===== config.mk =====
export PLATFORM = sky130hd
export DESIGN_NAME = clk_ratio_fanout
export DESIGN_NICKNAME = d
export VERILOG_FILES = /design/src/rtl/cdiv_pkg.sv /design/src/rtl/cdiv_en_flop.sv /design/src/rtl/cdiv_phase_gen.sv /design/src/rtl/cdiv_out_stage.sv /design/src/rtl/clk_ratio_fanout.sv
export SDC_FILE = /design/constraint.sdc
export NUM_CORES = 1
export LEC_CHECK = 0
export ABC_AREA = 0
export BUFFER_PORTS_ARGS = -buffer_cell sky130_fd_sc_hd__buf_2
export CAP_MARGIN = 25
export CORE_AREA = 2 2 39 41
export DETAILED_ROUTE_END_ITERATION = 8
export DIE_AREA = 0 0 41 43
export GPL_TIMING_DRIVEN = 1
export PLACE_DENSITY = 0.56
export SLEW_MARGIN = 0
export SYNTH_ARGS = -nofsm -noshare
export SYNTH_HDL_FRONTEND = slang
export SYNTH_SLANG_ARGS = --single-unit

===== constraint.sdc =====
create_clock -name clk_i -period 2.3 [get_ports clk_i]
set_input_delay 0.46 -clock clk_i [delete_from_list [all_inputs] [get_ports clk_i]]
set_output_delay 0.46 -clock clk_i [all_outputs]
set_load 0.02 [all_outputs]

===== src/rtl/cdiv_pkg.sv =====
package cdiv_pkg;

   // Output path chosen by the bypass select
   typedef enum logic {
      PATH_DIV = 1'b0,
      PATH_BYP = 1'b1
   } path_e;

   // Number of input cycles in one half-period of the divided clock
   function automatic int unsigned half_of(input int unsigned code);
      return 32'd1 << code;
   endfunction

   // Counter width able to hold the largest half-period minus one
   function automatic int phase_width(input int code_w);
      return (1 << code_w) - 1;
   endfunction

endpackage


===== src/rtl/cdiv_en_flop.sv =====
module cdiv_en_flop (
   input  logic clk_i,
   input  logic rst_ni,
   input  logic en_i,
   output logic en_q_o
);

   // Captured on the falling edge so that gating changes while the clock is low
   always_ff @(negedge clk_i or negedge rst_ni) begin
      if (!rst_ni) en_q_o <= 1'b0;
      else         en_q_o <= en_i;
   end

endmodule


===== src/rtl/cdiv_phase_gen.sv =====
module cdiv_phase_gen #(
   parameter int CODE_W = 2
) (
   input  logic              clk_i,
   input  logic              rst_ni,
   input  logic [CODE_W-1:0] code_i,
   input  logic              en_i,
   output logic              div_o
);

   localparam int CNT_W = cdiv_pkg::phase_width(CODE_W);
   localparam int RUN_W = CNT_W + 1;

   logic [CODE_W-1:0] code_q;
   logic              primed_q;
   logic [CNT_W-1:0]  cnt_q;
   logic [CNT_W-1:0]  limit;
   logic              div_q;
   logic              code_moved;
   logic              at_edge;
   logic [RUN_W-1:0]  run_q;

   // Last count of a half-period: half length minus one, taken from the live code
   always_comb begin
      limit      = {CNT_W{1'b1}} >> (CNT_W - int'(code_i));
      code_moved = primed_q && (code_i != code_q);
      at_edge    = !code_moved && (cnt_q == limit);
   end

   always_ff @(posedge clk_i or negedge rst_ni) begin
      if (!rst_ni) begin
         code_q   <= '0;
         primed_q <= 1'b0;
         cnt_q    <= '0;
         div_q    <= 1'b0;
      end else begin
         primed_q <= 1'b1;
         code_q   <= code_i;
         if (code_moved) begin
            cnt_q <= '0;                 // restart the phase, keep the level
         end else if (at_edge) begin
            cnt_q <= '0;
            if (div_q) div_q <= 1'b0;     // a high level always ends on time
            else       div_q <= en_i;     // a new high level needs the enable
         end else begin
            cnt_q <= cnt_q + CNT_W'(1);
         end
      end
   end

   assign div_o = div_q;

   // Length of the level in progress, kept for the pulse-width check
   always_ff @(posedge clk_i or negedge rst_ni) begin
      if (!rst_ni)                    run_q <= '0;
      else if (div_q != div_o_next()) run_q <= '0;
      else if (run_q != '1)           run_q <= run_q + RUN_W'(1);
   end

   function automatic logic div_o_next();
      if (code_moved || !at_edge) return div_q;
      return div_q ? 1'b0 : en_i;
   endfunction

   AST_NO_OVERFLOW: assert property (@(posedge clk_i) disable iff (!rst_ni)
      primed_q |-> (int'(cnt_q) < int'(cdiv_pkg::half_of(32'(code_q)))))
      else $error("phase count beyond half-period");

   AST_RISE_NEEDS_EN: assert property (@(posedge clk_i) disable iff (!rst_ni)
      $rose(div_q) |-> $past(en_i))
      else $error("divided high began while disabled");

   AST_MIN_LEVEL: assert property (@(posedge clk_i) disable iff (!rst_ni)
      (div_q != $past(div_q)) |->
         (int'($past(run_q)) + 1 >= int'(cdiv_pkg::half_of(32'(code_q)))))
      else $error("divided level shorter than half-period");

endmodule


===== src/rtl/cdiv_out_stage.sv =====
module cdiv_out_stage #(
   parameter int N_OUTS = 2
) (
   input  logic              clk_i,
   input  logic              en_i,
   input  logic              byp_i,
   input  logic              div_i,
   output logic [N_OUTS-1:0] clk_o
);

   logic pick;

   always_comb begin
      if (cdiv_pkg::path_e'(byp_i) == cdiv_pkg::PATH_BYP) pick = clk_i & en_i;
      else                                                pick = div_i;
   end

   // Every copy comes from the one selected net
   for (genvar g = 0; g < N_OUTS; g++) begin : g_fan
      assign clk_o[g] = pick;
   end

endmodule


===== src/rtl/clk_ratio_fanout.sv =====
module clk_ratio_fanout #(
   parameter int CODE_W = 2,
   parameter int N_OUTS = 2
) (
   input  logic              clk_i,
   input  logic              rst_ni,
   input  logic [CODE_W-1:0] ratio_sel_i,
   input  logic              bypass_i,
   input  logic              out_en_i,
   output logic [N_OUTS-1:0] clk_o
);

   if (CODE_W < 1 || CODE_W > 4) begin : g_bad_code_w
      $error("CODE_W must lie in 1..4");
   end
   if (N_OUTS < 1) begin : g_bad_outs
      $error("N_OUTS must be at least 1");
   end

   logic en_q;
   logic div_clk;

   cdiv_en_flop u_en (
      .clk_i  (clk_i),
      .rst_ni (rst_ni),
      .en_i   (out_en_i),
      .en_q_o (en_q)
   );

   cdiv_phase_gen #(.CODE_W(CODE_W)) u_phase (
      .clk_i  (clk_i),
      .rst_ni (rst_ni),
      .code_i (ratio_sel_i),
      .en_i   (en_q),
      .div_o  (div_clk)
   );

   cdiv_out_stage #(.N_OUTS(N_OUTS)) u_out (
      .clk_i (clk_i),
      .en_i  (en_q),
      .byp_i (bypass_i),
      .div_i (div_clk),
      .clk_o (clk_o)
   );

   AST_RST_QUIET: assert property (@(posedge clk_i)
      !rst_ni |-> (clk_o == '0))
      else $error("output active during reset");

endmodule


# Word-level counts from Yosys, hierarchy flattened
# Cells that the tools add are included.
totals:
  regBits: 8
  in_bits: 6
  output_inout_bits: 2
  wordCells: 20
op_classes:
  n_addsub: 2
  n_eq_ne: 2
  shift: 1
  muxes: 4
  bitwise_logic: 2
  n_reduce_logical: 4
ops:
  columns: ["op", "count"]
  rows:
  - ["$shr A3 B32 Y3 const A", 1]
  - ["$mux W3", 2]
  - ["$add A3 B1 Y3 const B", 1]
  - ["$eq A3 B3 Y1", 1]
  - ["$sub A2 B2 Y3 const A", 1]
  - ["$logic_and A1 B1 Y1", 2]
  - ["$mux W1", 2]
  - ["$ne A2 B2 Y1", 1]
  - ["$reduce_and A2 Y1", 1]
  - ["$and A1 B1 Y1", 1]
  - ["$logic_not A1 Y1", 1]
  - ["$not A1 Y1", 1]

# Logic depth before layout (Yosys ltp)
depth:
  ltp_word: 6
  depth_mapped: 4
  ltp_nobuf: 4

# By module
# A second synthesis with hierarchy kept.
unflattened:
  cells_unflattened: 33
  area_unflattened_um2: 367.9
modules_own_cells:
  columns: ["mod", "n_inst", "cells_per_inst", "area_per_inst_um2"]
  rows:
  - ["cdiv_phase_gen", 1, 27, 314.1]
  - ["cdiv_out_stage", 1, 5, 28.8]
  - ["cdiv_en_flop", 1, 1, 25.0]

==> results.txt <==
The flow ran to the end, but the final reports show violations. The final reports fail on negative setup slack. The wire-length estimate of the detail-placed layout is 439.7 microns. In this design, the critical path's most frequently occurring cell is sky130_fd_sc_hd__buf_6.

Of all cell types, the one taking the most synthesized area is sky130_fd_sc_hd__dfrtp_1. The all-layer global routing usage is 0.1254, and the max-slew violation total from the final report is 0. Overall die height: 43 microns.

The number of nets in the synthesized netlist is 40. Startpoint-to-endpoint class of the critical path: reg -> out. In this run the cell area measured after placement is 396.6 sq um.

The initial standard-cell utilization of the core is 0.2577. STA classifies the critical path endpoint as an output pin. For the clock network latency to the later pin of the worst-skew pair, the log shows 0.38 ns.

The share of the synthesized area in the top cell type is 0.4912, and the yosys synthesis warning count is 0. For the total global routing overflow, the log shows 0. The number of hold-slack violations in the final timing report was 0. The leading cell type by number of instances after synthesis was sky130_fd_sc_hd__dfrtp_1. The worst hold path belongs to the class in -> reg. The worst-case hold path end point is u_phase.code_q[1]$_DFF_PN0_. The area growth from synthesis to layout works out to 41.05%. Buffers added to address setup during post-CTS repair amount to 0. The run gives 758 microns as the total detailed-routing wirelength. The endpoint identified for the worst register-to-register timing path is u_phase.div_o$_DFFE_PN0P_.

At the worst endpoint, the required time is 1.84 ns. The startpoint of the worst-slack reg-to-reg timing path is u_en.en_q_o$_DFF_NN0_. The logs give -1.175 ns for the final-layout setup total negative slack and 56 for the number of nets in the finished design.

The clock power share was 0.518; the number of vias per cell after detailed routing was 4.641. At the end of routability-driven placement, the weighted congestion stood at 0.5967. The worst register-to-register path has a depth of 2. The dominant register cell in the synthesized netlist is sky130_fd_sc_hd__dfrtp_1. The logs give 0 for the number of nets still failing antenna checks after routing and 381 for the via count of the first global-routing pass.

The worst hold path begins at ratio_sel_i[1]. Portion of total power attributed to sequential cells: 0.328. In this run the worst path has a maximum fanout of 2. Worst hold path stage count: 1.

The setup check on the worst reg-to-reg path leaves a slack of 0.44 ns. The core outline area was 0.001384 sq mm. For this run, the detailed router's first-pass iteration total came to 4. Entering global routing, the biggest net connects 9 pins. The power dissipated by switching net loads is 192.4 uW, and the worst ir drop on vdd is 0.3190 mV.

The tools report the number of antenna violations at the first check in global routing as 0. The logs give 0 for the count of maximum capacitance violations and 297 for the total number of vias. The sequential share of the synthesized area is 0.5614. TritonCTS built the clock tree.

The internal power was 398.1 uW. The worst path arrival time came out at 2.43 ns. For the count of final setup violators, the log shows 3. Utilization after layout: 0.3635. The share of total power consumed by net switching is 0.3258. Dividing total power by cell area gives a power density of 1174 mW/mm^2. The average wire length per cell after detail routing works out to 11.84 microns. After synthesis, the mean cell area works out to 10.81 sq um. Setup repair after global routing could not meet its margin everywhere. In this run the core area contains 14 standard-cell rows. The total power of the final layout was 590.5 uW; the buffers plus inverters on the worst setup path was 3.

Ranked by total cell area, the synthesized netlist is headed by sky130_fd_sc_hd__dfrtp_1 (49%), sky130_fd_sc_hd__dfrtn_1 (7.0%), sky130_fd_sc_hd__xnor2_1 (4.9%). In this run the static leakage power is 0.2403 nW. During I/O placement, the number of pins put on the boundary was 8. After clock tree synthesis, the clock-pin slew on the worst setup and hold paths is 0.06 ns. The count of mapped cells out of synthesis was 33. The dominant delay contributor by cell family on the critical path was flip-flops.

During placement, the flow inserted port buffers numbering 7. The fraction of registers with async set or reset after synthesis came out at 1.000. The repair_antennas step left the layout with diodes totalling 0. Tracing the worst setup path back leads to its startpoint at u_en.en_q_o$_DFF_NN0_. In the synthesized netlist, the cells that appear most often are sky130_fd_sc_hd__dfrtp_1 (7), sky130_fd_sc_hd__nor2_1 (4). The synthesized netlist occupies a cell area of 356.6 sq um. The largest single stage delay on the critical path is 0.42 ns.

The tools report the post-synthesis cell type count as 18. The first global-routing pass estimated 1490 microns of wire. The initial detailed-routing violation count is 4, and the finished layout cell area is 503.0 sq um. The proportion of layout cells with a drive suffix above 1 is 0.3750, and the number of synthesized register bits is 8. The kind of start point of the critical path was a flip-flop. Post-route worst setup slack: -0.5936 ns.

Among all stages on the critical path, the largest delay is contributed by sky130_fd_sc_hd__dfrtn_1. Measured along the x axis, the die boundary spans 41 microns. Walking the worst path, the cells encountered are nand3_2, o21ai_2, buf_6, buf_6, buf_6. Across the routed clock network, the largest skew measured is 0.01824 ns. Die area: 0.001763 sq mm.

The synthesized design contains 0 enable-type register cells. For the part of the power in combinational logic, the log shows 0.154. The number of remaining DRC errors came out at 0.
stage by stage:
| stage | hold slack, ns | instances | setup WS, ns |
|---|---|---|---|
| after CTS | 0.2471 | 68 | -0.6855 |
| final | 0.2501 | 64 | -0.5936 |
| after detailed placement | 0.3120 | 54 | -0.01257 |
| after global routing | 0.2274 | 64 | -0.6780 |
| after global placement | 0.3126 | 54 | 0.0004557 |
| after floorplan | 0.1644 | 33 | 0.004051 |
placed cells by master, fill, tap and decap left out, drive strengths merged:
| master | n |
|---|---|
| dfrtp | 7 |
| buf | 10 |
| and2 | 1 |
| nand4 | 1 |
| nor3 | 1 |
| ha | 1 |
| dfrtn | 1 |
| a21boi | 1 |
| dlygate4sd3 | 1 |
| xnor2 | 2 |
| o21ai | 3 |
| mux2i | 1 |
| clkbuf | 6 |
| conb | 1 |
| xor2 | 2 |
| nand3 | 2 |
| nor2 | 4 |
| inv | 2 |
| nand2 | 1 |
how the worst max path moves through the flow:
| stage | endpoint | slack (ns) | cells past startpoint |
|---|---|---|---|
| floorplan | clk_o[0] | 0.004 | 3 |
| global placement | clk_o[0] | 0.0005 | 3 |
| detailed placement | clk_o[0] | -0.01 | 3 |
| CTS | clk_o[1] | -0.69 | 5 |
| global route | clk_o[1] | -0.68 | 5 |
| finish | clk_o[1] | -0.59 | 5 |
worst reg2reg max path, cell delays in order (launching register included):
cell and delay (ns):
sky130_fd_sc_hd__dfrtn_1 0.42, sky130_fd_sc_hd__nand2_1 0.06, sky130_fd_sc_hd__mux2i_1 0.13
registers in the layout (all words and copies together), names as in the netlist:
| signal | count |
|---|---|
| u_phase.code_q | 2 |
| u_phase.cnt_q | 3 |
| u_phase.primed_q | 1 |
| u_phase.div_o | 1 |
| u_en.en_q_o | 1 |
metal layers:
layer / up-vias / GRT usage / wire (microns)
met2: 26 / 0.1563 / 343
met4: 0 / 0.1333 / 46
met5: - / 0 / 0
met1: 125 / 0.1382 / 294
li1: 136 / - / -
met3: 10 / 0.06283 / 73
cell families (layout without fill, tap and decap cells):
family | after synthesis | count (layout) | share of synthesized area
XOR/XNOR | 4 | 4 | 0.09826
AND/OR/NAND/NOR | 10 | 10 | 0.1298
buffers and inverters | 4 | 19 | 0.06315
multiplexers | 1 | 1 | 0.02807
flip-flops | 8 | 8 | 0.5614
adder cells (fa/ha/maj) | 1 | 1 | 0.03508
AO/OA/AOI/OAI | 4 | 4 | 0.07367
other | 1 | 1 | 0.01052
final cells by class:
type	count	area (sq um)
fillers	138	880.8
flip-flops and latches	8	200.2
well taps	16	20.02
inverters	2	7.507
clock buffers	11	97.59
repair buffers	6	35.03
multi-input cells	21	142.6
power by group through the flow:
stage	logic [mW]	registers, mW	clock network (mW)
after CTS	0.0902	0.193	0.382
after floorplan	0.0681	0.191	0.0529
after global routing	0.110	0.206	0.349
after detailed placement	0.0878	0.196	0.0430
after global placement	0.0845	0.195	0.0430
final	0.0911	0.194	0.306
timing repair:
item	CTS	global route
pin swaps	0	1
gates resized for setup	4	8
hold buffers	1	0
hold endpoints to repair	7	0
setup endpoints to repair	3	3
(Power assumes the default switching activity.)
